==> config.mk <==
export PLATFORM = sky130hd
export DESIGN_NAME = asid_tlb
export DESIGN_NICKNAME = d
export VERILOG_FILES = /design/src/rtl/asid_tlb_pkg.sv /design/src/rtl/asid_tlb_line.sv /design/src/rtl/asid_tlb_victim.sv /design/src/rtl/asid_tlb.sv
export SDC_FILE = /design/constraint.sdc
export NUM_CORES = 1
export LEC_CHECK = 0
export ABC_AREA = 1
export BUFFER_PORTS_ARGS = -buffer_cell sky130_fd_sc_hd__buf_2
export CORE_MARGIN = 2
export CORE_UTILIZATION = 50
export DETAILED_ROUTE_END_ITERATION = 12
export PLACE_DENSITY = 0.77
export SLEW_MARGIN = 30
export SYNTH_ARGS = -nofsm -noshare
export SYNTH_HDL_FRONTEND = slang
export SYNTH_SLANG_ARGS = --single-unit
export TNS_END_PERCENT = 5
==> constraint.sdc <==
create_clock -name clk -period 6.9 [get_ports clk]
set_clock_uncertainty 0.15 [all_clocks]
set_input_delay 0.69 -clock clk [delete_from_list [all_inputs] [get_ports clk]]
set_output_delay 0.69 -clock clk [all_outputs]
set_load 0.02 [all_outputs]
==> src/rtl/asid_tlb_pkg.sv <==
package asid_tlb_pkg;
  localparam int ASID_W = 7;
  localparam int VPN_W  = 20;

  typedef enum logic [1:0] {
    FL_ALL     = 2'd0,
    FL_NONE    = 2'd1,
    FL_SECTION = 2'd2,
    FL_GROUP   = 2'd3
  } fl_mode_e;

  typedef struct packed {
    logic rd;
    logic wr;
    logic ns;
  } perm_t;
endpackage

==> src/rtl/asid_tlb_line.sv <==
module asid_tlb_line
  import asid_tlb_pkg::*;
#(
  parameter int PFN_W = 20
) (
  input  logic              clk,
  input  logic              rst_n,
  input  logic              line_active,
  input  logic              wr_en,
  input  logic [ASID_W-1:0] wr_asid,
  input  logic [VPN_W-1:0]  wr_vpn,
  input  logic [PFN_W-1:0]  wr_pfn,
  input  perm_t             wr_perm,
  input  logic              fl_en,
  input  logic              fl_qual,
  input  logic [ASID_W-1:0] fl_asid,
  input  fl_mode_e          fl_mode,
  input  logic [17:0]       fl_va,
  input  logic [ASID_W-1:0] lk_asid,
  input  logic [VPN_W-1:0]  lk_vpn,
  output logic              hit,
  output logic              valid,
  output logic [PFN_W-1:0]  pfn,
  output perm_t             perm
);
  logic              valid_q, valid_d;
  logic [ASID_W-1:0] asid_q;
  logic [VPN_W-1:0]  vpn_q;
  logic [PFN_W-1:0]  pfn_q;
  perm_t             perm_q;
  logic              asid_ok, va_ok, kill;

  always_comb begin
    asid_ok = !fl_qual || (fl_asid == asid_q);
    unique case (fl_mode)
      FL_ALL:     va_ok = 1'b1;
      FL_SECTION: va_ok = (vpn_q[19:10] == fl_va[17:8]);
      FL_GROUP:   va_ok = (vpn_q[19:2] == fl_va);
      default:    va_ok = 1'b0;
    endcase
    kill = fl_en && valid_q && asid_ok && va_ok;
    if (wr_en)     valid_d = 1'b1;
    else if (kill) valid_d = 1'b0;
    else           valid_d = valid_q;
    hit = valid_q && line_active && !kill && (asid_q == lk_asid) && (vpn_q == lk_vpn);
  end

  always_ff @(posedge clk or negedge rst_n) begin
    if (!rst_n) valid_q <= 1'b0;
    else        valid_q <= valid_d;
  end

  always_ff @(posedge clk) begin
    if (wr_en) begin
      asid_q <= wr_asid;
      vpn_q  <= wr_vpn;
      pfn_q  <= wr_pfn;
      perm_q <= wr_perm;
    end
  end

  assign valid = valid_q;
  assign pfn   = pfn_q;
  assign perm  = perm_q;
endmodule

==> src/rtl/asid_tlb_victim.sv <==
module asid_tlb_victim #(
  parameter int N     = 8,
  parameter int IDX_W = 3,
  parameter int CNT_W = 4
) (
  input  logic             clk,
  input  logic             rst_n,
  input  logic [N-1:0]     valid_vec,
  input  logic [N-1:0]     active_vec,
  input  logic [CNT_W-1:0] eff,
  input  logic             rr_en,
  input  logic             fill,
  output logic [IDX_W-1:0] victim
);
  logic [IDX_W-1:0] ptr_q, ptr_d, base, free_idx;
  logic             free;

  always_comb begin
    free     = 1'b0;
    free_idx = '0;
    for (int i = N - 1; i >= 0; i--) begin
      if (active_vec[i] && !valid_vec[i]) begin
        free     = 1'b1;
        free_idx = IDX_W'(i);
      end
    end
    base = (CNT_W'(ptr_q) >= eff) ? '0 : ptr_q;
    if (free)       victim = free_idx;
    else if (rr_en) victim = base;
    else            victim = '0;
    ptr_d = ptr_q;
    if (fill && !free && rr_en)
      ptr_d = ((CNT_W'(base) + CNT_W'(1)) >= eff) ? '0 : base + IDX_W'(1);
  end

  always_ff @(posedge clk or negedge rst_n) begin
    if (!rst_n) ptr_q <= '0;
    else        ptr_q <= ptr_d;
  end
endmodule

==> src/rtl/asid_tlb.sv <==
module asid_tlb
  import asid_tlb_pkg::*;
#(
  parameter int N     = 8,
  parameter int PFN_W = 20
) (
  input  logic              clk,
  input  logic              rst_n,
  input  logic [5:0]        cfg_active_lines,
  input  logic              cfg_hit_under_miss,
  input  logic              cfg_round_robin,
  input  logic              lk_valid,
  input  logic [ASID_W-1:0] lk_asid,
  input  logic [VPN_W-1:0]  lk_vpn,
  output logic              lk_ready,
  output logic              rsp_valid,
  output logic              rsp_hit,
  output logic [PFN_W-1:0]  rsp_pfn,
  output logic              rsp_rd,
  output logic              rsp_wr,
  output logic              rsp_ns,
  input  logic              rf_valid,
  input  logic [ASID_W-1:0] rf_asid,
  input  logic [VPN_W-1:0]  rf_vpn,
  input  logic [PFN_W-1:0]  rf_pfn,
  input  logic              rf_rd,
  input  logic              rf_wr,
  input  logic              rf_ns,
  input  logic              fl_valid,
  input  logic [31:0]       fl_word
);
  localparam int IDX_W = $clog2(N);
  localparam int CNT_W = $clog2(N + 1);

  logic [CNT_W-1:0] eff;
  logic [N-1:0]     active_vec, line_hit, line_valid;
  logic [PFN_W-1:0] line_pfn [N];
  perm_t            line_perm [N];
  logic [IDX_W-1:0] victim;
  perm_t            rf_perm, sel_perm, perm_d, perm_q;
  logic [PFN_W-1:0] sel_pfn, pfn_d, pfn_q;
  logic             fire, any_hit, pend_q, pend_d, rv_d, rv_q, hit_d, hit_q;
  logic             unused_fl;

  assign unused_fl = ^fl_word[23:20];
  assign rf_perm   = '{rd: rf_rd, wr: rf_wr, ns: rf_ns};

  always_comb begin
    if (cfg_active_lines == 6'd0 || int'(cfg_active_lines) > N) eff = CNT_W'(N);
    else                                                       eff = CNT_W'(cfg_active_lines);
  end

  for (genvar g = 0; g < N; g++) begin : g_line
    assign active_vec[g] = (CNT_W'(g) < eff);
    asid_tlb_line #(.PFN_W(PFN_W)) u_line (
      .clk         (clk),
      .rst_n       (rst_n),
      .line_active (active_vec[g]),
      .wr_en       (rf_valid && (victim == IDX_W'(g))),
      .wr_asid     (rf_asid),
      .wr_vpn      (rf_vpn),
      .wr_pfn      (rf_pfn),
      .wr_perm     (rf_perm),
      .fl_en       (fl_valid),
      .fl_qual     (fl_word[31]),
      .fl_asid     (fl_word[30:24]),
      .fl_mode     (fl_mode_e'(fl_word[1:0])),
      .fl_va       (fl_word[19:2]),
      .lk_asid     (lk_asid),
      .lk_vpn      (lk_vpn),
      .hit         (line_hit[g]),
      .valid       (line_valid[g]),
      .pfn         (line_pfn[g]),
      .perm        (line_perm[g])
    );
  end

  asid_tlb_victim #(.N(N), .IDX_W(IDX_W), .CNT_W(CNT_W)) u_victim (
    .clk        (clk),
    .rst_n      (rst_n),
    .valid_vec  (line_valid),
    .active_vec (active_vec),
    .eff        (eff),
    .rr_en      (cfg_round_robin),
    .fill       (rf_valid),
    .victim     (victim)
  );

  always_comb begin
    sel_pfn  = '0;
    sel_perm = '0;
    for (int i = 0; i < N; i++) begin
      if (line_hit[i]) begin
        sel_pfn  = sel_pfn | line_pfn[i];
        sel_perm = sel_perm | line_perm[i];
      end
    end
    any_hit  = |line_hit;
    lk_ready = !pend_q || cfg_hit_under_miss;
    fire     = lk_valid && lk_ready;
    rv_d     = fire;
    hit_d    = fire && any_hit;
    pfn_d    = hit_d ? sel_pfn : '0;
    perm_d   = hit_d ? sel_perm : '0;
    pend_d   = (pend_q && !rf_valid) || (fire && !any_hit);
  end

  always_ff @(posedge clk or negedge rst_n) begin
    if (!rst_n) begin
      rv_q   <= 1'b0;
      hit_q  <= 1'b0;
      pfn_q  <= '0;
      perm_q <= '0;
      pend_q <= 1'b0;
    end else begin
      rv_q   <= rv_d;
      hit_q  <= hit_d;
      pfn_q  <= pfn_d;
      perm_q <= perm_d;
      pend_q <= pend_d;
    end
  end

  assign rsp_valid = rv_q;
  assign rsp_hit   = hit_q;
  assign rsp_pfn   = pfn_q;
  assign rsp_rd    = perm_q.rd;
  assign rsp_wr    = perm_q.wr;
  assign rsp_ns    = perm_q.ns;
endmodule

==> impl_metrics.csv, run 1 <==
group,metric,value,unit
outcome,status,"finished, final reports clean",
critical_path,origin_of_the_critical_flop_to_flop_path,"u_victim.ptr_q[0]",
drt,detail_route.drc_violations,0,
die,die-height,217.6,microns
drt,detail_route.wl_per_cell,22.09,microns
synthesis,synth.net_count,2665,
finish,nets,2773,
finish,most-common-layout-cells,"nand2_1, edfxtp_1, inv_1",
synthesis,synthDominantAreaCellType,"edfxtp_1",
die,floorplan.io_pins,148,
critical_path,cp.required,7.01,ns
global_route,grt_max_degree,38,
global_route,grt_first_pass_wirelength,108.3,mm
die,die_area,47350,sq um
drt,dr_total_vias,18570,
die,core-area,45190,sq um
sta,finalSetupViolations,0,
place,dpl-instance-area,23880,sq um
critical_path,type_of_element_capturing_the_critical_path,"flip-flop",
clock_tree,htreeDepth,2,
clock_tree,cts-buffers-inserted,46,
drt,detail_route.vias_per_cell,5.651,
sta,total_neg_setup_slack,0,ns
drt,drt-total-wl,72.62,mm
synthesis,synth_flop_cell,"edfxtp_1",
power_and_ir_drop,leakage,11.05,nW
synthesis,ys_async_sr_fraction,0.08467,
global_route,grt_pass1_vias,17790,
drt,drt-initial-drc-count,2502,
critical_path,critical_path_class,"in2reg",
place,place.gp.congestion,0.9534,
critical_path,worstPathArrival,3.95,ns
finish,area_delta_synth_final,11.56,%
clock_tree,cts_tree,"yes",
critical_path,timing.critical_path.from,"cfg_active_lines[3]",
drt,top_layer_used,"met5",
finish,finish.instance_area,25450,sq um
clock_tree,clockRootBuffer,"clkbuf_16",
critical_path,critical_path_peak_fanout,22,
finish,layout.cells.most_common,"nand2_1",
drt,drt-met1-wl,27.94,mm
flow_run,drv.max_cap_violation_count,0,
finish,num-fill-cells,3803,
clock_tree,postCtsHoldBufs,0,
clock_tree,ctsLongestPathBuffers,3,
clock_tree,clk_pin_slew,0.06,ns
place,placed_cells,3194,
sta,finalMaxSlewViolations,0,
global_route,grt_overflow,0,
power_and_ir_drop,power.density,303.6,nW/um^2
drt,detailedRoute.firstPassIterationCount,8,
die,die_width,217.6,microns
drt,wl_met2,34.05,mm
synthesis,ys_seq_elements,437,
synthesis,syn_area,22810,sq um
drt,antenna_violating_nets_post_route,0,
global_route,globalRouteTotalUtil,0.3081,
finish,post_route_cells_drive_above_1_share,0.1205,
synthesis,yosys.area.top_type_share,0.5265,
worst_hold_path,hp-class,"in2reg",
synthesis,synth-seq-area-share,0.5671,
critical_path,setup.worst_path.start_class,"input port",
global_route,antenna_found_initial,10,
worst_hold_path,hold_path_startpoint,"rf_pfn[0]",
clock_tree,postCtsSetupRepairBufs,0,
synthesis,synthTopCellsByArea,"edfxtp_1, nand2_1, nand4_1, inv_1, dfrtp_1",
clock_tree,ctsResizeCount,0,
synthesis,synth.lib_cells_used.distinct,36,
clock_tree,clock_sinks,437,
finish,utilization,0.5632,
sta,period_share,0.5561,
sta,final.min_clock_period,3.837,ns
sta,worst_slew_margin_rel,0.4040,
die,rows,78,
place,count_of_input_and_output_buffers,143,
synthesis,synth_edf_count,400,
sta,timing.final.hold_violations,0,
clock_tree,insertion_delay,0.61,ns
synthesis,synthesis.yosys.warnings,0,
sta,maxClockFrequency,260.6,MHz
power_and_ir_drop,ir_worst_vdd,0.2946,mV
place,hpwl,48.69,mm
synthesis,syn-mean-instance-area,8.999,sq um
sta,max_slew.worst_pin.slew,0.8930,ns
synthesis,post_synth_inst_count,2535,
sta,grt_setup_unrepaired,"no",
drt,detailroute.wirelength.met3,7.789,mm
die,start_util,0.5049,
finish,final_cells,3287,
[registers in the layout (all words and copies together) (netlist names)]
name,flops
rsp_wr,1
rsp_ns,1
pend_q,1
g_line.u_line.perm,24
rsp_pfn,20
g_line.u_line.vpn_q,160
rsp_hit,1
rsp_valid,1
g_line.u_line.valid,8
rsp_rd,1
g_line.u_line.pfn,160
g_line.u_line.asid_q,56
u_victim.ptr_q,3
[synthesized netlist by cell type, types with 8 or more instances]
library cell and n:
buf_4 30, a21oi_1 14, xnor2_1 82, nand3_2 8, nor3_1 13, nor2_2 16, o21ai_0 45, clkbuf_1 18
xor2_1 75, buf_1 8, nand4_1 200, inv_1 257, o21ai_1 27, ha_1 8, inv_2 42, nand3_1 62
dfrtp_1 37, nand2_1 888, buf_2 46, nor2_1 222, edfxtp_1 400
[area by class of cell]
class	count	area (sq um)	share of cell area
antenna	6	15.01	0.0005900
clock buffer	59	1250	0.04912
clock inverter	27	287.8	0.01131
inverter	300	1131	0.04444
multi-input combinational	1691	8152	0.3203
sequential	437	12940	0.5086
tap	600	750.7	0.02950
timing repair buffer	167	920.9	0.03618
[final timing paths]
check,endpoint,cells after the start,slack (ns)
min in group asynchronous,rsp_pfn[3],2,0.45
max in group asynchronous,g_line[3].u_line.valid,2,5.75
max,g_line[7].u_line.vpn_q[3],17,3.06
min,g_line[1].u_line.pfn[0],1,0.20
min reg2reg,pend_q,2,0.36
max reg2reg,g_line[7].u_line.vpn_q[3],14,3.22
[stage by stage]
step / power (W) / setup WS, ns / hold slack, ns
3_3_place_gp: 0.005137 / 2.518 / 0.3197
3_5_place_dp: 0.005199 / 2.524 / 0.3392
6_report: 0.007726 / 3.063 / 0.1958
4_1_cts: 0.007689 / 3.093 / 0.07817
5_1_grt: 0.007981 / 2.805 / 0.1830
2_1_floorplan: 0.004560 / 1.990 / 0.2444
[critical path, cell delays in order]
cell and delay (ns):
buf_2 0.10, inv_1 0.12, nand4_1 0.19, inv_1 0.14
ha_1 0.24, inv_1 0.05, a21boi_0 0.06, o21ai_0 0.15
nand2_1 0.07, nand2_1 0.09, inv_1 0.07, nor2_1 0.26
nand3_1 0.13, nand2_1 0.17, nand2_1 0.20, nor2_4 0.71
buf_4 0.44
[cells by family after synthesis]
logic type / share of synthesized area
flops: 0.5671
fa+ha+maj: 0.004388
buf+inv: 0.07624
simple gates: 0.2687
xor+xnor: 0.06028
compound gates: 0.02331
[layer usage]
metal,track usage,up-vias
li1,-,8527
met1,0.4127,8660
met2,0.5001,1192
met3,0.05523,187
met4,0.1192,8
met5,0,-
[where the power goes]
part / internal, W / switching (W)
Clock: 0.00141 / 0.00110
Combinational: 0.000374 / 0.00110
Sequential: 0.00341 / 0.000323
No activity file was read; power rests on OpenSTA's default activity.
==> inputs of run 2 (changes only) <==
Settings changed: ABC_AREA 1 to 0.
Clock period 6.9 ns to 3.6 ns, I/O delays scaled along.
==> run 2 against run 1 <==
  * Combinational power up 71%
  * Sequential cell count did not move
  * Register-to-register slack got worse by 2.9 ns
  * First-iteration DRC count down 20%
  * Via count shrank 30%
  * Sequential share of layout area is 4.0 points higher
  * Worst hold slack worse by 0.034 ns
  * Routed wire length down 19%
  * Critical path depth shrank 9
  * Utilization up 2.9 points
  * Global-route usage is 2.6 points lower
  * Critical endpoint is now rsp_wr
  * Largest cell class unchanged
==> impl_metrics.csv, run 2 <==
group,metric,value,unit
drt,detail_route.drc_violations,0,
finish,multi_input_comb_area,6793,sq um
synthesis,post-synth-top-count-cell,"edfxtp_1",
critical_path,critical_path_class,"reg2reg",
worst_hold_path,hp-class,"in2reg",
finish,num-fill-cells,3047,
finish,nets,1742,
worst_hold_path,timing.hold.worst_path_depth,4,
synthesis,dominant_combinational_cell_family_by_area_after_synthesis,"XOR/XNOR gates",
sta,finalSetupViolations,0,
finish,area_delta_synth_final,16.69,%
die,die-height,205.1,microns
finish,final-seq-area,12940,sq um
synthesis,synth-simple-area-share,0.08821,
finish,post_route_cells_drive_above_1_share,0.1727,
power_and_ir_drop,power.share.sequential,0.497,
synthesis,synth_edf_count,400,
synthesis,synth_flop_cell,"edfxtp_1",
drt,antenna_violating_nets_post_route,0,
global_route,globalRouteMet1Util,0.3961,
sta,grt_setup_unrepaired,"no",
die,die_width,205.1,microns
flow_run,drv.max_cap_violation_count,0,
sta,final.min_clock_period,3.329,ns
synthesis,synthesis.yosys.warnings,0,
synthesis,yosys-mux-area-fraction,0,
die,rows,73,
drt,detailedRoute.firstPassIterationCount,5,
place,count_of_input_and_output_buffers,143,
sta,fin_hold_ws,0.1620,ns
critical_path,type_of_element_capturing_the_critical_path,"flip-flop",
die,die_area,42050,sq um
power_and_ir_drop,net_switching,0.004022,W
power_and_ir_drop,power.share.combinational,0.182,
critical_path,path_cells,"xor2_1, nor4_1, a41oi_1, a221o_1, a22oi_1, a41oi_4, buf_4, o31a_1",
die,floorplan.io_pins,148,
sta,timing.final.hold_violations,0,
power_and_ir_drop,p_total,0.01393,W
critical_path,reg2reg_depth,8,
clock_tree,clk_pin_slew,0.06,ns
critical_path,setup.worst_path.start_class,"flip-flop",
synthesis,synth.lib_cells_used.distinct,53,
synthesis,synth.net_count,1546,
synthesis,synthTopCellsByArea,"edfxtp_1, xor2_1, xnor2_1, dfrtp_1, nand3_1",
clock_tree,ctsLongestPathBuffers,3,
die,start_util,0.5075,
sta,worst_slew_margin_rel,0.5038,
critical_path,slowest_stage,"a221o_1",
critical_path,timing.critical_path.depth,8,
drt,detail_route.vias_per_cell,6.031,
sta,finalMaxSlewViolations,0,
global_route,grt_pass1_vias,12920,
clock_tree,insertion_delay,0.57,ns
synthesis,synth-seq-area-share,0.6401,
synthesis,post_synth_inst_count,1416,
critical_path,max_stage_delay,0.55,ns
drt,drt-total-wl,58.58,mm
global_route,grt_max_degree,39,
clock_tree,htreeDepth,2,
drt,dr_total_vias,13090,
synthesis,syn-mean-instance-area,14.27,sq um
place,hpwl,40.63,mm
synthesis,ys_async_sr_fraction,0.08467,
clock_tree,clockRootBuffer,"clkbuf_16",
sta,period_share,0.9248,
critical_path,critical-path-top-delay-family,"compound AO/OA/AOI/OAI gates",
clock_tree,clock_sinks,437,
global_route,grt_util_met2,0.4533,
synthesis,post_synth_xor_area_fraction,0.1811,
synthesis,synth_compound_area_frac,0.05590,
sta,maxClockFrequency,300.4,MHz
drt,drt-initial-drc-count,2002,
sta,max_slew.worst_pin.slew,0.7375,ns
power_and_ir_drop,cell_internal_pwr,0.009905,W
outcome,status,"finished, final reports clean",
synthesis,synthDominantAreaCellType,"edfxtp_1",
global_route,grt_overflow,0,
place,place.gp.congestion,1.032,
power_and_ir_drop,clock_power_frac,0.321,
synthesis,yosys.area.top_type_share,0.5943,
drt,detail_route.wl_per_cell,27.00,microns
global_route,grt_first_pass_wirelength,85.47,mm
critical_path,cp.required,3.88,ns
power_and_ir_drop,sw_frac_of_total,0.2888,
power_and_ir_drop,power.density,590.5,nW/um^2
clock_tree,ctsResizeCount,0,
power_and_ir_drop,leakage,8.194,nW
synthesis,synth.top_cells.by_count,"edfxtp_1, xor2_1, xnor2_1",
global_route,antenna_found_initial,1,
finish,utilization,0.5922,
synthesis,syn_area,20210,sq um
finish,most-common-layout-cells,"edfxtp_1, xor2_1, xnor2_1",
critical_path,worstPathArrival,3.61,ns
critical_path,critical_path_peak_fanout,24,
global_route,top_usage_layer,"met2",
global_route,globalRouteTotalUtil,0.2825,
global_route,global_route_track_usage_on_met3,0.04995,
critical_path,worst-path-buf-inv,1,
clock_tree,cts_tree,"yes",
die,core-area,39820,sq um
power_and_ir_drop,ir_worst_vdd,0.4432,mV
sta,total_neg_setup_slack,0,ns
synthesis,ys_seq_elements,437,
clock_tree,cts-buffers-inserted,44,
synthesis,yosys.area_share.adder,0.004952,
finish,layout.cells.most_common,"edfxtp_1",
run 2: cell types whose count changed after synthesis, sizes merged, moves of 71 or more:
cell	previous run	this run
nand2	890	17
xnor2	82	153
xor2	75	265
nor2	238	17
nand4	200	72
inv	299	11
run 2: path summary, 6_finish.rpt:
path | start | to | slack [ns]
worst max-delay path | g_line[6].u_line.asid_q[0] | rsp_wr | 0.27
worst min-delay path | cfg_hit_under_miss | rsp_valid | 0.16
worst max register to register | g_line[6].u_line.asid_q[0] | rsp_wr | 0.27
worst min register to register | g_line[6].u_line.valid | g_line[6].u_line.valid | 0.35
max in group asynchronous | rst_n | g_line[6].u_line.valid | 2.71
min in group asynchronous | rst_n | rsp_pfn[4] | 0.19
run 2: logic make-up after synthesis:
logic type | count (synthesis)
buffers and inverters | 105
XOR/XNOR | 418
adder cells (fa/ha/maj) | 8
AO/OA/AOI/OAI | 134
flip-flops | 437
AND/OR/NAND/NOR | 314
run 2: worst reg2reg max path, delay by kind of cell (launching register included):
family                    cells  cell delay (ns)
AOI/OAI and AO/OA             5             1.64
DFF                           1             0.49
and+or+nand+nor               1             0.47
buffers and inverters         1             0.26
xor gates and xnor gates      1             0.19
run 2: power by group through the flow:
stage                     clock, W  sequential, W  combinational, W
after floorplan                  0        0.00693           0.00140
after global placement           0        0.00698           0.00241
after detailed placement         0        0.00702           0.00244
after CTS                  0.00449        0.00692           0.00250
after global routing       0.00468        0.00699           0.00267
final                      0.00447        0.00692           0.00253
run 2: cell type report:
type                       instances  area share
antenna                            1   0.0001061
timing repair buffer             244     0.07459
clock inverter                    20    0.008966
clock buffer                      58     0.05019
inverter                          11    0.001751
multi-input combinational        874      0.2880
sequential                       437      0.5485
tap                              525     0.02785
run 2: what timing repair did:
item                      in CTS  in global routing
buffers inserted               0                  0
hold buffers                  51                  2
hold endpoints to repair     416                 12
run 2: per-stage QoR:
step                setup slack [ns]  cell area [sq um]  cells
floorplan                    -0.2754              20320   1416
global placement              0.2516              21650   2038
detailed placement            0.1958              21650   2038
CTS                           0.3321              23560   2167
global route                  0.3062              23590   2170
finish                        0.2708              23590   2170
run 2: metal layers:
| layer | part of all wire | vias to the layer above |
|---|---|---|
| met5 | 0 | - |
| met4 | 0.029 | 0 |
| met3 | 0.10 | 86 |
| met2 | 0.47 | 804 |
| met1 | 0.40 | 6521 |
| li1 | - | 5677 |
